<file path="config.mk">
export PLATFORM = sky130hd
export DESIGN_NAME = dma_chan_ctrl
export DESIGN_NICKNAME = d
export VERILOG_FILES = /design/src/rtl/dma_act_pkg.sv /design/src/rtl/dma_act_fsm.sv /design/src/rtl/dma_desc_walker.sv /design/src/rtl/dma_evt_flags.sv /design/src/rtl/dma_chan_ctrl.sv
export SDC_FILE = /design/constraint.sdc
export NUM_CORES = 1
export LEC_CHECK = 0
export BUFFER_PORTS_ARGS = -buffer_cell sky130_fd_sc_hd__buf_4
export CAP_MARGIN = 5
export CORE_UTILIZATION = 45
export CTS_CLUSTER_DIAMETER = 120
export DETAILED_ROUTE_END_ITERATION = 8
export PLACE_DENSITY_LB_ADDON = 0.12
export SLEW_MARGIN = 10
export SYNTH_ARGS = -nofsm -noshare
export SYNTH_HDL_FRONTEND = slang
export SYNTH_SLANG_ARGS = --single-unit
export TNS_END_PERCENT = 50
</file>
<file path="constraint.sdc">
create_clock -name clk -period 5 [get_ports clk]
set_input_delay 0.25 -clock clk [delete_from_list [all_inputs] [get_ports clk]]
set_output_delay 0.25 -clock clk [all_outputs]
set_load 0.005 [all_outputs]
</file>
<file path="src/rtl/dma_act_pkg.sv">
package dma_act_pkg;

  typedef enum logic [1:0] {
    ACT_CLEAR = 2'd0,
    ACT_GO    = 2'd1,
    ACT_PAUSE = 2'd2,
    ACT_HALT  = 2'd3
  } act_e;

  // Software may never request Halt; Halt only exits through Clear;
  // Pause needs a running or already paused channel.
  function automatic logic cmd_legal(input act_e cur, input act_e req);
    logic ok;
    case (req)
      ACT_CLEAR: ok = 1'b1;
      ACT_GO:    ok = (cur != ACT_HALT);
      ACT_PAUSE: ok = (cur == ACT_GO) || (cur == ACT_PAUSE);
      default:   ok = 1'b0;
    endcase
    return ok;
  endfunction

endpackage

</file>
<file path="src/rtl/dma_act_fsm.sv">
module dma_act_fsm
  import dma_act_pkg::*;
#(
  parameter int CLR_CYCLES = 4
) (
  input  logic       clk,
  input  logic       rst_n,
  input  logic       cmd_valid,
  output logic       cmd_ready,
  input  logic [1:0] cmd_action,
  input  logic       halt_req,
  output logic [1:0] action_q,
  output logic [1:0] last_q,
  output logic       run,
  output logic       clr_start,
  output logic       flushing
);

  localparam int CNT_W = (CLR_CYCLES > 1) ? $clog2(CLR_CYCLES) : 1;

  act_e             act_r;
  act_e             last_r;
  act_e             req;
  logic             flush_r;
  logic [CNT_W-1:0] cnt_r;
  logic             fire;
  logic             legal;

  assign req       = act_e'(cmd_action);
  assign cmd_ready = !flush_r;
  assign fire      = cmd_valid && cmd_ready;
  assign legal     = cmd_legal(act_r, req);
  assign clr_start = fire && (req == ACT_CLEAR);
  assign run       = (act_r == ACT_GO) && !flush_r;
  assign flushing  = flush_r;
  assign action_q  = act_r;
  assign last_q    = last_r;

  always_ff @(posedge clk) begin
    if (!rst_n) begin
      act_r   <= ACT_CLEAR;
      last_r  <= ACT_CLEAR;
      flush_r <= 1'b0;
      cnt_r   <= '0;
    end else if (clr_start) begin
      act_r   <= ACT_CLEAR;
      flush_r <= 1'b1;
      cnt_r   <= CNT_W'(CLR_CYCLES - 1);
    end else begin
      if (flush_r) begin
        if (cnt_r == '0) begin
          flush_r <= 1'b0;
          last_r  <= ACT_CLEAR;
        end else begin
          cnt_r <= cnt_r - 1'b1;
        end
      end
      if (halt_req) begin
        act_r  <= ACT_HALT;
        last_r <= ACT_HALT;
      end else if (fire && legal) begin
        act_r  <= req;
        last_r <= req;
      end
    end
  end


  halt_sticky_chk: assert property (@(posedge clk) disable iff (!rst_n)
    (act_r == ACT_HALT && fire && req != ACT_CLEAR) |=> (act_r == ACT_HALT));


  flush_echo_chk: assert property (@(posedge clk) disable iff (!rst_n)
    (flush_r && cnt_r == '0) |=> (last_r == ACT_CLEAR && cmd_ready));


  echo_chk: assert property (@(posedge clk) disable iff (!rst_n)
    (fire && legal && req != ACT_CLEAR && !halt_req) |=> (last_r == $past(req)));

endmodule

</file>
<file path="src/rtl/dma_desc_walker.sv">
module dma_desc_walker #(
  parameter int NUM_DESC = 4,
  parameter int LEN_W    = 8,
  localparam int IDX_W   = (NUM_DESC > 1) ? $clog2(NUM_DESC) : 1,
  localparam int DOFS_W  = $clog2(16 * (NUM_DESC + 1))
) (
  input  logic                      clk,
  input  logic                      rst_n,
  input  logic                      run,
  input  logic                      clr,
  input  logic [NUM_DESC-1:0]       desc_ok,
  input  logic [NUM_DESC-1:0]       desc_stop,
  input  logic [NUM_DESC*LEN_W-1:0] desc_len,
  input  logic                      beat,
  output logic                      xfer_en,
  output logic                      halt_req,
  output logic [IDX_W-1:0]          cur_buf,
  output logic [LEN_W-1:0]          offset,
  output logic [DOFS_W-1:0]         desc_ofs,
  output logic [NUM_DESC-1:0]       used_q,
  output logic [NUM_DESC-1:0]       done_q,
  output logic [NUM_DESC-1:0]       bad_q
);

  logic [LEN_W-1:0] len_arr [NUM_DESC];
  logic [IDX_W-1:0] cur_r;
  logic [IDX_W-1:0] nxt_idx;
  logic [LEN_W-1:0] off_r;
  logic [LEN_W-1:0] cur_len;
  logic             cur_ok;
  logic             step;
  logic             last_beat;
  logic             invalid;

  for (genvar g = 0; g < NUM_DESC; g++) begin : g_len
    assign len_arr[g] = desc_len[g*LEN_W +: LEN_W];
  end

  assign cur_len   = len_arr[cur_r];
  assign cur_ok    = desc_ok[cur_r];
  assign xfer_en   = run && cur_ok;
  assign step      = xfer_en && beat;
  assign last_beat = step && (off_r == cur_len - 1'b1);
  assign invalid   = run && !cur_ok;
  assign halt_req  = invalid || (last_beat && desc_stop[cur_r]);
  assign nxt_idx   = (cur_r == IDX_W'(NUM_DESC - 1)) ? '0 : cur_r + 1'b1;
  assign cur_buf   = cur_r;
  assign offset    = off_r;
  assign desc_ofs  = DOFS_W'(16) + (DOFS_W'(cur_r) << 4);

  always_ff @(posedge clk) begin
    if (!rst_n || clr) begin
      cur_r <= '0;
      off_r <= '0;
    end else if (last_beat) begin
      cur_r <= nxt_idx;
      off_r <= '0;
    end else if (step) begin
      off_r <= off_r + 1'b1;
    end
  end

  for (genvar g = 0; g < NUM_DESC; g++) begin : g_flag
    logic hit;
    assign hit = (cur_r == IDX_W'(g));
    always_ff @(posedge clk) begin
      if (!rst_n || clr) begin
        used_q[g] <= 1'b0;
        done_q[g] <= 1'b0;
        bad_q[g]  <= 1'b0;
      end else begin
        if (step && hit)      used_q[g] <= 1'b1;
        if (last_beat && hit) done_q[g] <= 1'b1;
        if (invalid && hit)   bad_q[g]  <= 1'b1;
      end
    end
  end


  idle_hold_chk: assert property (@(posedge clk) disable iff (!rst_n)
    (!run && !clr) |=> ($stable(cur_r) && $stable(off_r)));


  wrap_range_chk: assert property (@(posedge clk) disable iff (!rst_n)
    ($unsigned(cur_r) < NUM_DESC));


  bad_mark_chk: assert property (@(posedge clk) disable iff (!rst_n)
    (invalid && !clr) |=> bad_q[$past(cur_r)]);

endmodule

</file>
<file path="src/rtl/dma_evt_flags.sv">
module dma_evt_flags #(
  parameter int NUM_EVT = 2
) (
  input  logic               clk,
  input  logic               rst_n,
  input  logic               clr,
  input  logic [NUM_EVT-1:0] evt_in,
  output logic [NUM_EVT-1:0] flag_q
);

  for (genvar g = 0; g < NUM_EVT; g++) begin : g_evt
    always_ff @(posedge clk) begin
      if (!rst_n || clr)  flag_q[g] <= 1'b0;
      else if (evt_in[g]) flag_q[g] <= 1'b1;
    end


    evt_latch_chk: assert property (@(posedge clk) disable iff (!rst_n)
      (evt_in[g] && !clr) |=> flag_q[g]);
  end

endmodule

</file>
<file path="src/rtl/dma_chan_ctrl.sv">
module dma_chan_ctrl #(
  parameter int NUM_DESC   = 4,
  parameter int LEN_W      = 8,
  parameter int CLR_CYCLES = 4,
  localparam int IDX_W     = (NUM_DESC > 1) ? $clog2(NUM_DESC) : 1,
  localparam int DOFS_W    = $clog2(16 * (NUM_DESC + 1))
) (
  input  logic                      clk,
  input  logic                      rst_n,
  input  logic                      cmd_valid,
  output logic                      cmd_ready,
  input  logic [1:0]                cmd_action,
  output logic [1:0]                action_q,
  output logic [1:0]                last_action_q,
  input  logic [NUM_DESC-1:0]       desc_ok,
  input  logic [NUM_DESC-1:0]       desc_stop,
  input  logic [NUM_DESC*LEN_W-1:0] desc_len,
  input  logic                      beat,
  output logic                      xfer_en,
  output logic [IDX_W-1:0]          cur_buf,
  output logic [LEN_W-1:0]          buf_offset,
  output logic [DOFS_W-1:0]         desc_offset,
  output logic                      fifo_flush,
  input  logic                      fifo_uf,
  input  logic                      fifo_of,
  output logic                      uf_flag,
  output logic                      of_flag,
  output logic [NUM_DESC-1:0]       used_flags,
  output logic [NUM_DESC-1:0]       done_flags,
  output logic [NUM_DESC-1:0]       bad_flags
);

  logic       run;
  logic       clr_start;
  logic       halt_req;
  logic [1:0] evt_flags;

  dma_act_fsm #(.CLR_CYCLES(CLR_CYCLES)) u_fsm (
    .clk        (clk),
    .rst_n      (rst_n),
    .cmd_valid  (cmd_valid),
    .cmd_ready  (cmd_ready),
    .cmd_action (cmd_action),
    .halt_req   (halt_req),
    .action_q   (action_q),
    .last_q     (last_action_q),
    .run        (run),
    .clr_start  (clr_start),
    .flushing   (fifo_flush)
  );

  dma_desc_walker #(.NUM_DESC(NUM_DESC), .LEN_W(LEN_W)) u_walk (
    .clk       (clk),
    .rst_n     (rst_n),
    .run       (run),
    .clr       (clr_start),
    .desc_ok   (desc_ok),
    .desc_stop (desc_stop),
    .desc_len  (desc_len),
    .beat      (beat),
    .xfer_en   (xfer_en),
    .halt_req  (halt_req),
    .cur_buf   (cur_buf),
    .offset    (buf_offset),
    .desc_ofs  (desc_offset),
    .used_q    (used_flags),
    .done_q    (done_flags),
    .bad_q     (bad_flags)
  );

  dma_evt_flags #(.NUM_EVT(2)) u_evt (
    .clk    (clk),
    .rst_n  (rst_n),
    .clr    (clr_start),
    .evt_in ({fifo_of, fifo_uf}),
    .flag_q (evt_flags)
  );

  assign uf_flag = evt_flags[0];
  assign of_flag = evt_flags[1];


  xfer_go_chk: assert property (@(posedge clk) disable iff (!rst_n)
    xfer_en |-> (action_q == 2'd1 && !fifo_flush));

endmodule

</file>
Word-level counts from Yosys, hierarchy flattened --
Cells that the tools add are included.
Word-level totals: input bits 48, word-level logic and storage cells 99, flip-flop bits (word level) 31
Operators by class: multiplexer cells 21, magnitude comparators 2, reduce and logical (&&, ||, !) cells 38, bitwise gates (word level) 3, eq/ne operators 10, add/subtract/negate cells 5
Operators by type and width (count):
- $logic_and A1 B1 Y1 | 21
- $mux W2 | 10
- $bmux W8 S2 | 1
- $mux W8 | 2
- $add A8 B1 Y8 const B | 1
- $eq A2 B2 Y1 const B | 4
- $eq A8 B8 Y1 | 1
- $sub A8 B1 Y8 const B | 1
- $add A5 B6 Y7 const A | 1
- $eq A2 B1 Y1 const B | 3
- $logic_not A2 Y1 | 3
- $reduce_bool A3 Y1 | 2
- $mux W1 | 5
- $bmux W1 S2 | 2
- $reduce_bool A2 Y1 | 2
- $reduce_or A2 Y1 | 2
- $ge A3 B3 Y1 const B | 1
- $logic_not A1 Y1 | 3
- $logic_or A1 B1 Y1 | 3
- $lt A2 B3 Y1 const B | 1
- $not A2 Y3 | 1
- $pmux W1 S3 | 1
- $reduce_and A3 Y1 | 1
- $add A2 B1 Y2 const B | 1
- 5 further kinds | 6

Depth between registers and ports, before layout --
Gate-level depths: netlist of the first run.
depth in word-level cells 11, depth in mapped cells 12

By module --
From an unflattened synthesis of the first run, not the netlist that was laid out.
Second synthesis, totals: cells, all modules 209, area total of the unflattened synthesis 2039.5 µm²
Modules (own cells, without submodules):
- dma_desc_walker | cells each 151, times used 1, area each 1501.4 µm²
- dma_act_fsm | cells each 51, times used 1, area each 469.2 µm²
- dma_evt_flags | cells each 7, times used 1, area each 68.8 µm²

Worst setup path before layout of the first run --
Ideal clock, no wire load.
path type register -> register, start point register u_walk.cur_r[0] (netlist: u_walk.cur_buf[0]), end point register u_fsm.last_r[1] (netlist: u_fsm.last_q[1]), stages on the path, launching flop included 10, library setup time 58 ps, buffers on the path 1, setup slack 2177 ps, arrival 2765 ps, path through dfxtp_1 -> buf_6 -> mux4_2 -> or3_4 -> or2_4 -> o21ai_2 -> nand3_2 -> or4_4 -> a21oi_2 -> o211a_1
On the way: word-level cells in the longest chain between the ends 11
Ends and longest elaborated chain:
- from (decl) | RTL line dma_desc_walker.sv:26 | logic [IDX_W-1:0] cur_r;
- from (signal assigned) | RTL line dma_desc_walker.sv:56 | cur_r <= nxt_idx;
- $not A2 Y3 (implied by the code) | RTL line dma_desc_walker.sv:39 | assign cur_len = len_arr[cur_r];
- $bmux W8 S2 | RTL line dma_desc_walker.sv:39
- $mux W8 (implied by the code) (2 in a row) | RTL line dma_desc_walker.sv:39
- $sub A8 B1 Y8 | RTL line dma_desc_walker.sv:43 | assign last_beat = step && (off_r == cur_len - 1'b1);
- $eq A8 B8 Y1 | RTL line dma_desc_walker.sv:43
- $logic_and A1 B1 Y1 | RTL line dma_desc_walker.sv:43
- $logic_and A1 B1 Y1 | RTL line dma_desc_walker.sv:45 | assign halt_req = invalid || (last_beat && desc_stop[cur_r]);
- $logic_or A1 B1 Y1 (*) | RTL line dma_desc_walker.sv:45
- $reduce_bool A3 Y1 (no source line)
- $reduce_and A3 Y1 (no source line)
- to (signal assigned) | RTL line dma_act_fsm.sv:63 | last_r <= req;
- to (decl) | RTL line dma_act_fsm.sv:22 | act_e last_r;
Every way passes the cells marked *; elsewhere a longest branch is shown, timed or not. The select of a mux whose other input is x is not followed. A chain may end at the register's enable or synchronous reset.

Final worst setup path of the first run --
Same ends and word-level chain as after synthesis.

==> results of run 1 <==
-- metrics by stage --
step,utilization (%),instance area (µm²),total power (W)
2_1_floorplan,-,2006,0.0003097
3_3_place_gp,62.06,2554,0.0003531
3_5_place_dp,62.06,2554,0.0003533
4_1_cts,64.91,2671,0.0006116
5_1_grt,64.91,2671,0.0006327
6_report,64.91,2671,0.0006050
-- state kept, by name, summed over array words and instances, names as in the netlist --
signal	cells
u_fsm.last_q	2
u_evt.flag_q	2
u_walk.done_q	4
u_walk.cur_buf	2
u_walk.bad_q	4
u_walk.offset	8
u_fsm.action_q	2
u_walk.used_q	4
u_fsm.cnt_r	2
u_fsm.flushing	1
-- worst max-delay path, delay by kind of cell, from the launching register on --
kind	cells	cell delay [ns]
AO/OA/AOI/OAI	3	0.62
buffers and inverters	2	0.14
multiplexers	2	0.87
AND/OR/NAND/NOR	2	0.67
flip-flops	1	0.88
adder cells (fa/ha/maj)	1	0.17
-- metal layers --
layer  vias to the layer above  part of all wire, %  wire (µm)  track usage, %
li1                        908                    -          -               -
met1                       837                   47       2211           29.51
met2                        65                   45       2144           35.78
met3                         9                  6.4        301           6.743
met4                         0                  1.3         63           8.854
met5                         -                    0          0               0
-- cells by family after synthesis --
family                     after synthesis  share of synthesized area [%]
AOI/OAI and AO/OA                       40                          12.61
other                                    1                         0.1880
buffers and inverters                   22                          7.842
adders and majority gates                9                          5.646
and+or+nand+nor                         81                          20.89
xor gates and xnor gates                16                          7.026
muxes                                   16                          14.68
DFF                                     31                          31.12
-- layout by cell type (no fill, tap or decap), types with 8 or more instances in the layout --
cell type	count
a21oi_1	18
inv_1	9
nor2_1	36
nand2_1	13
xnor2_1	10
nor3_1	8
mux4_2	8
ha_1	9
dfxtp_1	31
buf_4	81
-- worst max path at each step --
stage / start / to / depth (start not counted) / slack, ns
final: u_walk.cur_buf[0] / u_fsm.last_q[1] / 10 / 1.60
after global routing: u_walk.cur_buf[0] / u_walk.offset[5] / 10 / 1.27
after CTS: u_walk.cur_buf[0] / u_walk.offset[1] / 8 / 1.55
after detailed placement: u_walk.cur_buf[0] / u_walk.offset[5] / 8 / 1.59
after global placement: u_walk.cur_buf[0] / u_walk.offset[1] / 8 / 1.64
after floorplan: u_walk.cur_buf[0] / u_fsm.last_q[1] / 9 / 2.18
-- power by group through the flow --
stage               clock, W  sequential, W  combinational [W]
floorplan                  0       0.000262          0.0000475
global placement           0       0.000263          0.0000905
detailed placement         0       0.000263          0.0000908
CTS                 0.000263       0.000257          0.0000917
global route        0.000274       0.000258           0.000101
finish              0.000257       0.000257          0.0000910
-- final cells by class --
| cell class | instances | area [µm²] |
|---|---|---|
| well taps | 50 | 62.56 |
| clock buffers | 6 | 82.58 |
| inverters | 9 | 33.78 |
| repair buffers | 81 | 608.1 |
| clock inverters | 2 | 35.03 |
| multi-input cells | 166 | 1229 |
| flip-flops and latches | 31 | 620.6 |
| fillers | 357 | 1444 |
==> results.py, run 1 <==
metrics = {
    "status": {
        "status": "finished clean",
    },
    "pwr": {
        "p_seq_share_pct": 42.5,
        "power.leakage_nw": 1.132,
        "power_density_nw_per_um2": 226.5,
        "p_clk_share_pct": 42.5,
        "switchingPower_w": 0.0001390,
        "netSwitchingFraction_pct": 22.97,
        "ir_drop_mv": 0.1765,
        "pwr-share-comb_pct": 15.0,
        "internal_power_w": 0.0004660,
    },
    "sta": {
        "setup_viol": 0,
        "hold_ws_ns": 0.1713,
        "rsz0062_at_grt": "false",
        "hold_viol": 0,
        "worst_pin_slew_ns": 0.9523,
        "relSlewSlack_pct": 36.38,
        "timing.fmax_mhz": 293.7,
        "report.final.slew_viol_count": 0,
        "skew_ns": 0.001739,
        "timing.final.ws_setup_ns": 1.595,
        "period_needed_ns": 3.405,
        "period_share_pct": 68.09,
        "tns_ns": 0,
    },
    "min_path": {
        "whs_endpoint": "u_evt.flag_q[1]",
        "holdPathStages": 3,
        "min-delay-start": "fifo_of",
        "min_path_type": "input port to register",
    },
    "yosys": {
        "yosys_register_bits": 31,
        "synth.most_common_cell": "nor2_1",
        "netlist_area_um2": 1994,
        "synth_area_per_cell_um2": 9.233,
        "ys.flop_type": "dfxtp_1",
        "synth_cell_types": 47,
        "async_flop_share_pct": 0,
        "synth-edff-count": 0,
        "synth-seq-area-share_pct": 31.12,
        "yosys.area.top_type": "dfxtp_1",
        "synth_top_cell_area_share_pct": 31.12,
        "synth.area.top_cells": "dfxtp_1, mux4_2, nor2_1, ha_1, a21oi_1",
        "yosysWarnings": 0,
        "netlist_top_cells_count": "nor2_1, dfxtp_1, a21oi_1",
        "syn-instance-count": 216,
    },
    "clocking": {
        "cts_tree": "yes",
        "cts-buffers-inserted": 5,
        "cts-resized-gates": 0,
        "path_clk_slew_ns": 0.07,
        "htreeDepth": 2,
        "post-cts-setup-buffers": 0,
        "clock-root-buffer": "clkbuf_8",
        "clock_sinks": 31,
        "clockBufferDepth": 2,
        "ctsHoldBuffers": 0,
        "clock_latency_ns": 0.28,
    },
    "drt": {
        "avgRoutedWirePerCell_um": 13.68,
        "dr_total_vias": 1819,
        "ant_nets": 0,
        "dr.pass1.iters": 4,
        "wirelength_mm": 4.721,
        "first_iter_violations": 80,
        "remaining_drc_errors": 0,
        "vias_per_cell": 5.272,
    },
    "cells_and_area": {
        "diodes": 0,
        "layout.nets": 351,
        "fin_cells": 345,
        "area_growth_pct": 33.94,
        "drive_gt1_share_pct": 36.95,
    },
    "placement": {
        "hpwl_mm": 3.659,
        "placedCellCount": 337,
        "portBuffers": 81,
        "gp_congestion": 0.8647,
        "place_ws_ns": 1.592,
    },
    "global_route": {
        "grt_usage_pct": 22.89,
        "grt_max_degree": 22,
        "grt_pass1_wl_mm": 7.866,
        "antenna_found_initial": 0,
        "grt-ovfl-total": 0,
        "grt_pass1_vias": 1753,
    },
    "setup_path": {
        "critical_path.max_fanout": 18,
        "criticalPathCategory": "register to register",
        "r2r_cells": 10,
        "crit_required_ns": 5.23,
        "cp-end-kind": "register",
        "worstReg2RegStart": "u_walk.cur_buf[0]",
        "critical-path-max-stage-delay_ns": 0.88,
        "cp_data_arrival_time_ns": 3.63,
        "path_cells": "mux4_2 > inv_1 > ha_1 > inv_1 > a211oi_1 > mux2i_1 > nand2_1 > or4_4 > a21oi_2 > o211a_1",
        "reg2reg_slack_ns": 1.60,
        "crit_top_cell": "inv_1",
        "start_kind": "register",
        "slowest_stage": "dfxtp_1",
        "reg2reg_to": "u_fsm.last_q[1]",
    },
    "flow_run": {
        "max_cap_viol_count": 0,
    },
    "floorplanning": {
        "die_w_um": 68.58,
        "io_pins": 86,
        "std_cell_rows": 23,
        "fp.dieH_um": 68.58,
        "dieArea_um2": 4703,
        "start_util_pct": 48.46,
        "fp.coreArea_um2": 4115,
    },
}
Note: power is estimated with default switching activity, not from simulation.
==> run 2, diff against run 1 <==
--- a/config.mk
+++ b/config.mk
@@ -5,9 +5,10 @@
 export SDC_FILE = /design/constraint.sdc
 export NUM_CORES = 1
 export LEC_CHECK = 0
+export ABC_AREA = 1
 export BUFFER_PORTS_ARGS = -buffer_cell sky130_fd_sc_hd__buf_4
 export CAP_MARGIN = 5
-export CORE_UTILIZATION = 45
+export CORE_UTILIZATION = 44
 export CTS_CLUSTER_DIAMETER = 120
 export DETAILED_ROUTE_END_ITERATION = 8
 export PLACE_DENSITY_LB_ADDON = 0.12
==> constraint.sdc (replaced) <==
create_clock -name clk -period 2.9 [get_ports clk]
set_input_delay 0.145 -clock clk [delete_from_list [all_inputs] [get_ports clk]]
set_output_delay 0.145 -clock clk [all_outputs]
set_load 0.005 [all_outputs]
==> results.py, run 2 <==
metrics = {
    "status": {
        "status": "complete, but fails checks",
        "violations": "DRC",
    },
    "yosys": {
        "netlist_area_um2": 2115,
        "synth.most_common_cell": "nand2_1",
        "synth_cell_types": 36,
        "synth-seq-area-share_pct": 29.35,
        "ys.flop_type": "dfxtp_1",
        "synth-edff-count": 0,
        "syn-instance-count": 310,
        "synth_top_cell_area_share_pct": 29.35,
        "yosys_register_bits": 31,
        "synth_area_per_cell_um2": 6.821,
        "netlist_top_cells_count": "nand2_1, inv_1, dfxtp_1",
        "synth.area.top_cells": "dfxtp_1, nand2_1, nand3_1, inv_1, ha_1",
        "async_flop_share_pct": 0,
        "yosys.area.top_type": "dfxtp_1",
        "yosysWarnings": 0,
    },
    "cells_and_area": {
        "fin_cells": 447,
        "diodes": 0,
        "final_cell_mix": "buf_4, nand2_1, inv_1",
        "design_area_um2": 2815,
        "layout_commonest_cell": "buf_4",
        "drive_gt1_share_pct": 32.15,
        "largest_reg_flops": 8,
        "layout.nets": 451,
        "area_growth_pct": 33.14,
        "final_util_pct": 62.92,
        "num-fill-cells": 453,
    },
    "placement": {
        "placedCellCount": 439,
        "portBuffers": 81,
        "place_ws_ns": 0.4923,
        "gp_congestion": 0.7856,
        "hpwl_mm": 4.043,
        "dpl-instance-area_um2": 2734,
    },
    "global_route": {
        "grt_usage_pct": 21.75,
        "antenna_found_initial": 0,
        "grt_pass1_wl_mm": 8.935,
        "grt-ovfl-total": 0,
        "grt_max_degree": 17,
        "grt_pass1_vias": 2050,
    },
    "clocking": {
        "clock-root-buffer": "clkbuf_8",
        "clock_sinks": 31,
        "cts_tree": "yes",
        "cts-resized-gates": 0,
        "clock_latency_ns": 0.28,
        "htreeDepth": 2,
        "ctsHoldBuffers": 0,
        "post-cts-setup-buffers": 0,
        "path_clk_slew_ns": 0.07,
        "cts-buffers-inserted": 5,
        "clockBufferDepth": 2,
    },
    "sta": {
        "hold_viol": 0,
        "rsz0062_at_grt": "false",
        "worst_pin_slew_ns": 0.9669,
        "period_needed_ns": 2.435,
        "period_share_pct": 83.96,
        "timing.final.ws_setup_ns": 0.4651,
        "skew_ns": 0.005791,
        "tns_ns": 0,
        "setup_viol": 0,
        "relSlewSlack_pct": 35.30,
        "timing.fmax_mhz": 410.7,
        "report.final.slew_viol_count": 0,
    },
    "floorplanning": {
        "fp.coreArea_um2": 4474,
        "fp.dieH_um": 71.33,
        "dieArea_um2": 5087,
        "die_w_um": 71.33,
        "io_pins": 86,
        "start_util_pct": 47.26,
        "std_cell_rows": 24,
    },
    "setup_path": {
        "start_kind": "register",
        "crit_start": "u_walk.cur_buf[0]",
        "cp_data_arrival_time_ns": 2.63,
        "criticalPathCategory": "register to register",
        "cp-end-kind": "register",
        "worstReg2RegStart": "u_walk.cur_buf[0]",
        "crit_required_ns": 3.10,
        "critical_path.max_fanout": 16,
    },
    "drt": {
        "remaining_drc_errors": 3,
        "ant_nets": 0,
        "wirelength_mm": 5.177,
        "dr.pass1.iters": 6,
        "avgRoutedWirePerCell_um": 11.58,
        "vias_per_cell": 4.850,
        "dr_total_vias": 2168,
        "first_iter_violations": 77,
    },
    "flow_run": {
        "max_cap_viol_count": 0,
    },
    "pwr": {
        "switchingPower_w": 0.0002443,
        "p_clk_share_pct": 34.6,
        "power.leakage_nw": 1.362,
        "p_seq_share_pct": 47.4,
        "pwr-share-comb_pct": 18.0,
        "netSwitchingFraction_pct": 26.09,
        "internal_power_w": 0.0006919,
        "ir_drop_mv": 0.3311,
        "power_density_nw_per_um2": 332.6,
    },
    "min_path": {
        "min_path_type": "input port to register",
        "min-delay-start": "fifo_of",
    },
}
-- run 2: worst max-delay path, cell delays in order, from the launching register on --
cell	delay (ns)
dfxtp_1	0.36
inv_2	0.24
nand2_1	0.08
nand3_1	0.11
nand2_2	0.10
ha_1	0.24
xnor2_1	0.18
xor2_1	0.16
nor2_1	0.05
nand2_1	0.07
inv_2	0.03
nand2_1	0.09
nor2_4	0.05
nand3_1	0.16
nand2_2	0.18
nor3b_1	0.26
-- run 2: metrics by stage --
stage	total power (W)	hold WS, ns
2_1_floorplan	0.0005438	0.2658
3_3_place_gp	0.0006201	0.3636
3_5_place_dp	0.0006215	0.3759
4_1_cts	0.0009462	0.08360
5_1_grt	0.0009888	0.09374
6_report	0.0009362	0.08748
-- run 2: area by class of cell --
| cell class | count | area, µm² | share of cell area, % |
|---|---|---|---|
| Clock buffer | 7 | 76.32 | 2.711 |
| Clock inverter | 1 | 5.005 | 0.1778 |
| Inverter | 38 | 142.6 | 5.067 |
| Multi-Input combinational cell | 231 | 1252 | 44.49 |
| Sequential cell | 31 | 620.6 | 22.04 |
| Tap cell | 52 | 65.06 | 2.311 |
| Timing Repair Buffer | 87 | 653.1 | 23.20 |
-- run 2: path summary, 6_finish.rpt --
kind	depth (start not counted)	endpoint	slack, ns
min reg2reg	1	u_walk.bad_q[2]	0.47
max	15	u_walk.offset[5]	0.47
min	3	u_evt.flag_q[1]	0.09
max reg2reg	15	u_walk.offset[5]	0.47
-- run 2: power groups by stage --
stage / Sequential (W) / Combinational, W / Clock, W
2_1_floorplan: 0.000453 / 0.0000909 / 0
3_3_place_gp: 0.000453 / 0.000167 / 0
3_5_place_dp: 0.000453 / 0.000169 / 0
4_1_cts: 0.000444 / 0.000170 / 0.000333
5_1_grt: 0.000445 / 0.000191 / 0.000354
6_report: 0.000444 / 0.000168 / 0.000324
-- run 2: kinds of logic after synthesis --
family / Yosys count / share of synthesized area, %
adders and majority gates: 9 / 5.326
xor gates and xnor gates: 5 / 2.071
other: 1 / 0.1773
and+or+nand+nor: 173 / 39.94
buffers and inverters: 51 / 11.95
DFF: 31 / 29.35
AOI/OAI and AO/OA: 40 / 11.18
-- run 2: metal layers --
metal  global-route usage (%)  wire [µm]  vias to the layer above
li1                         -          -                     1153
met1                    26.53       2296                      963
met2                    37.04       2564                       48
met3                    5.767        275                        4
met4                    7.556         41                        0
met5                        0          0                        -
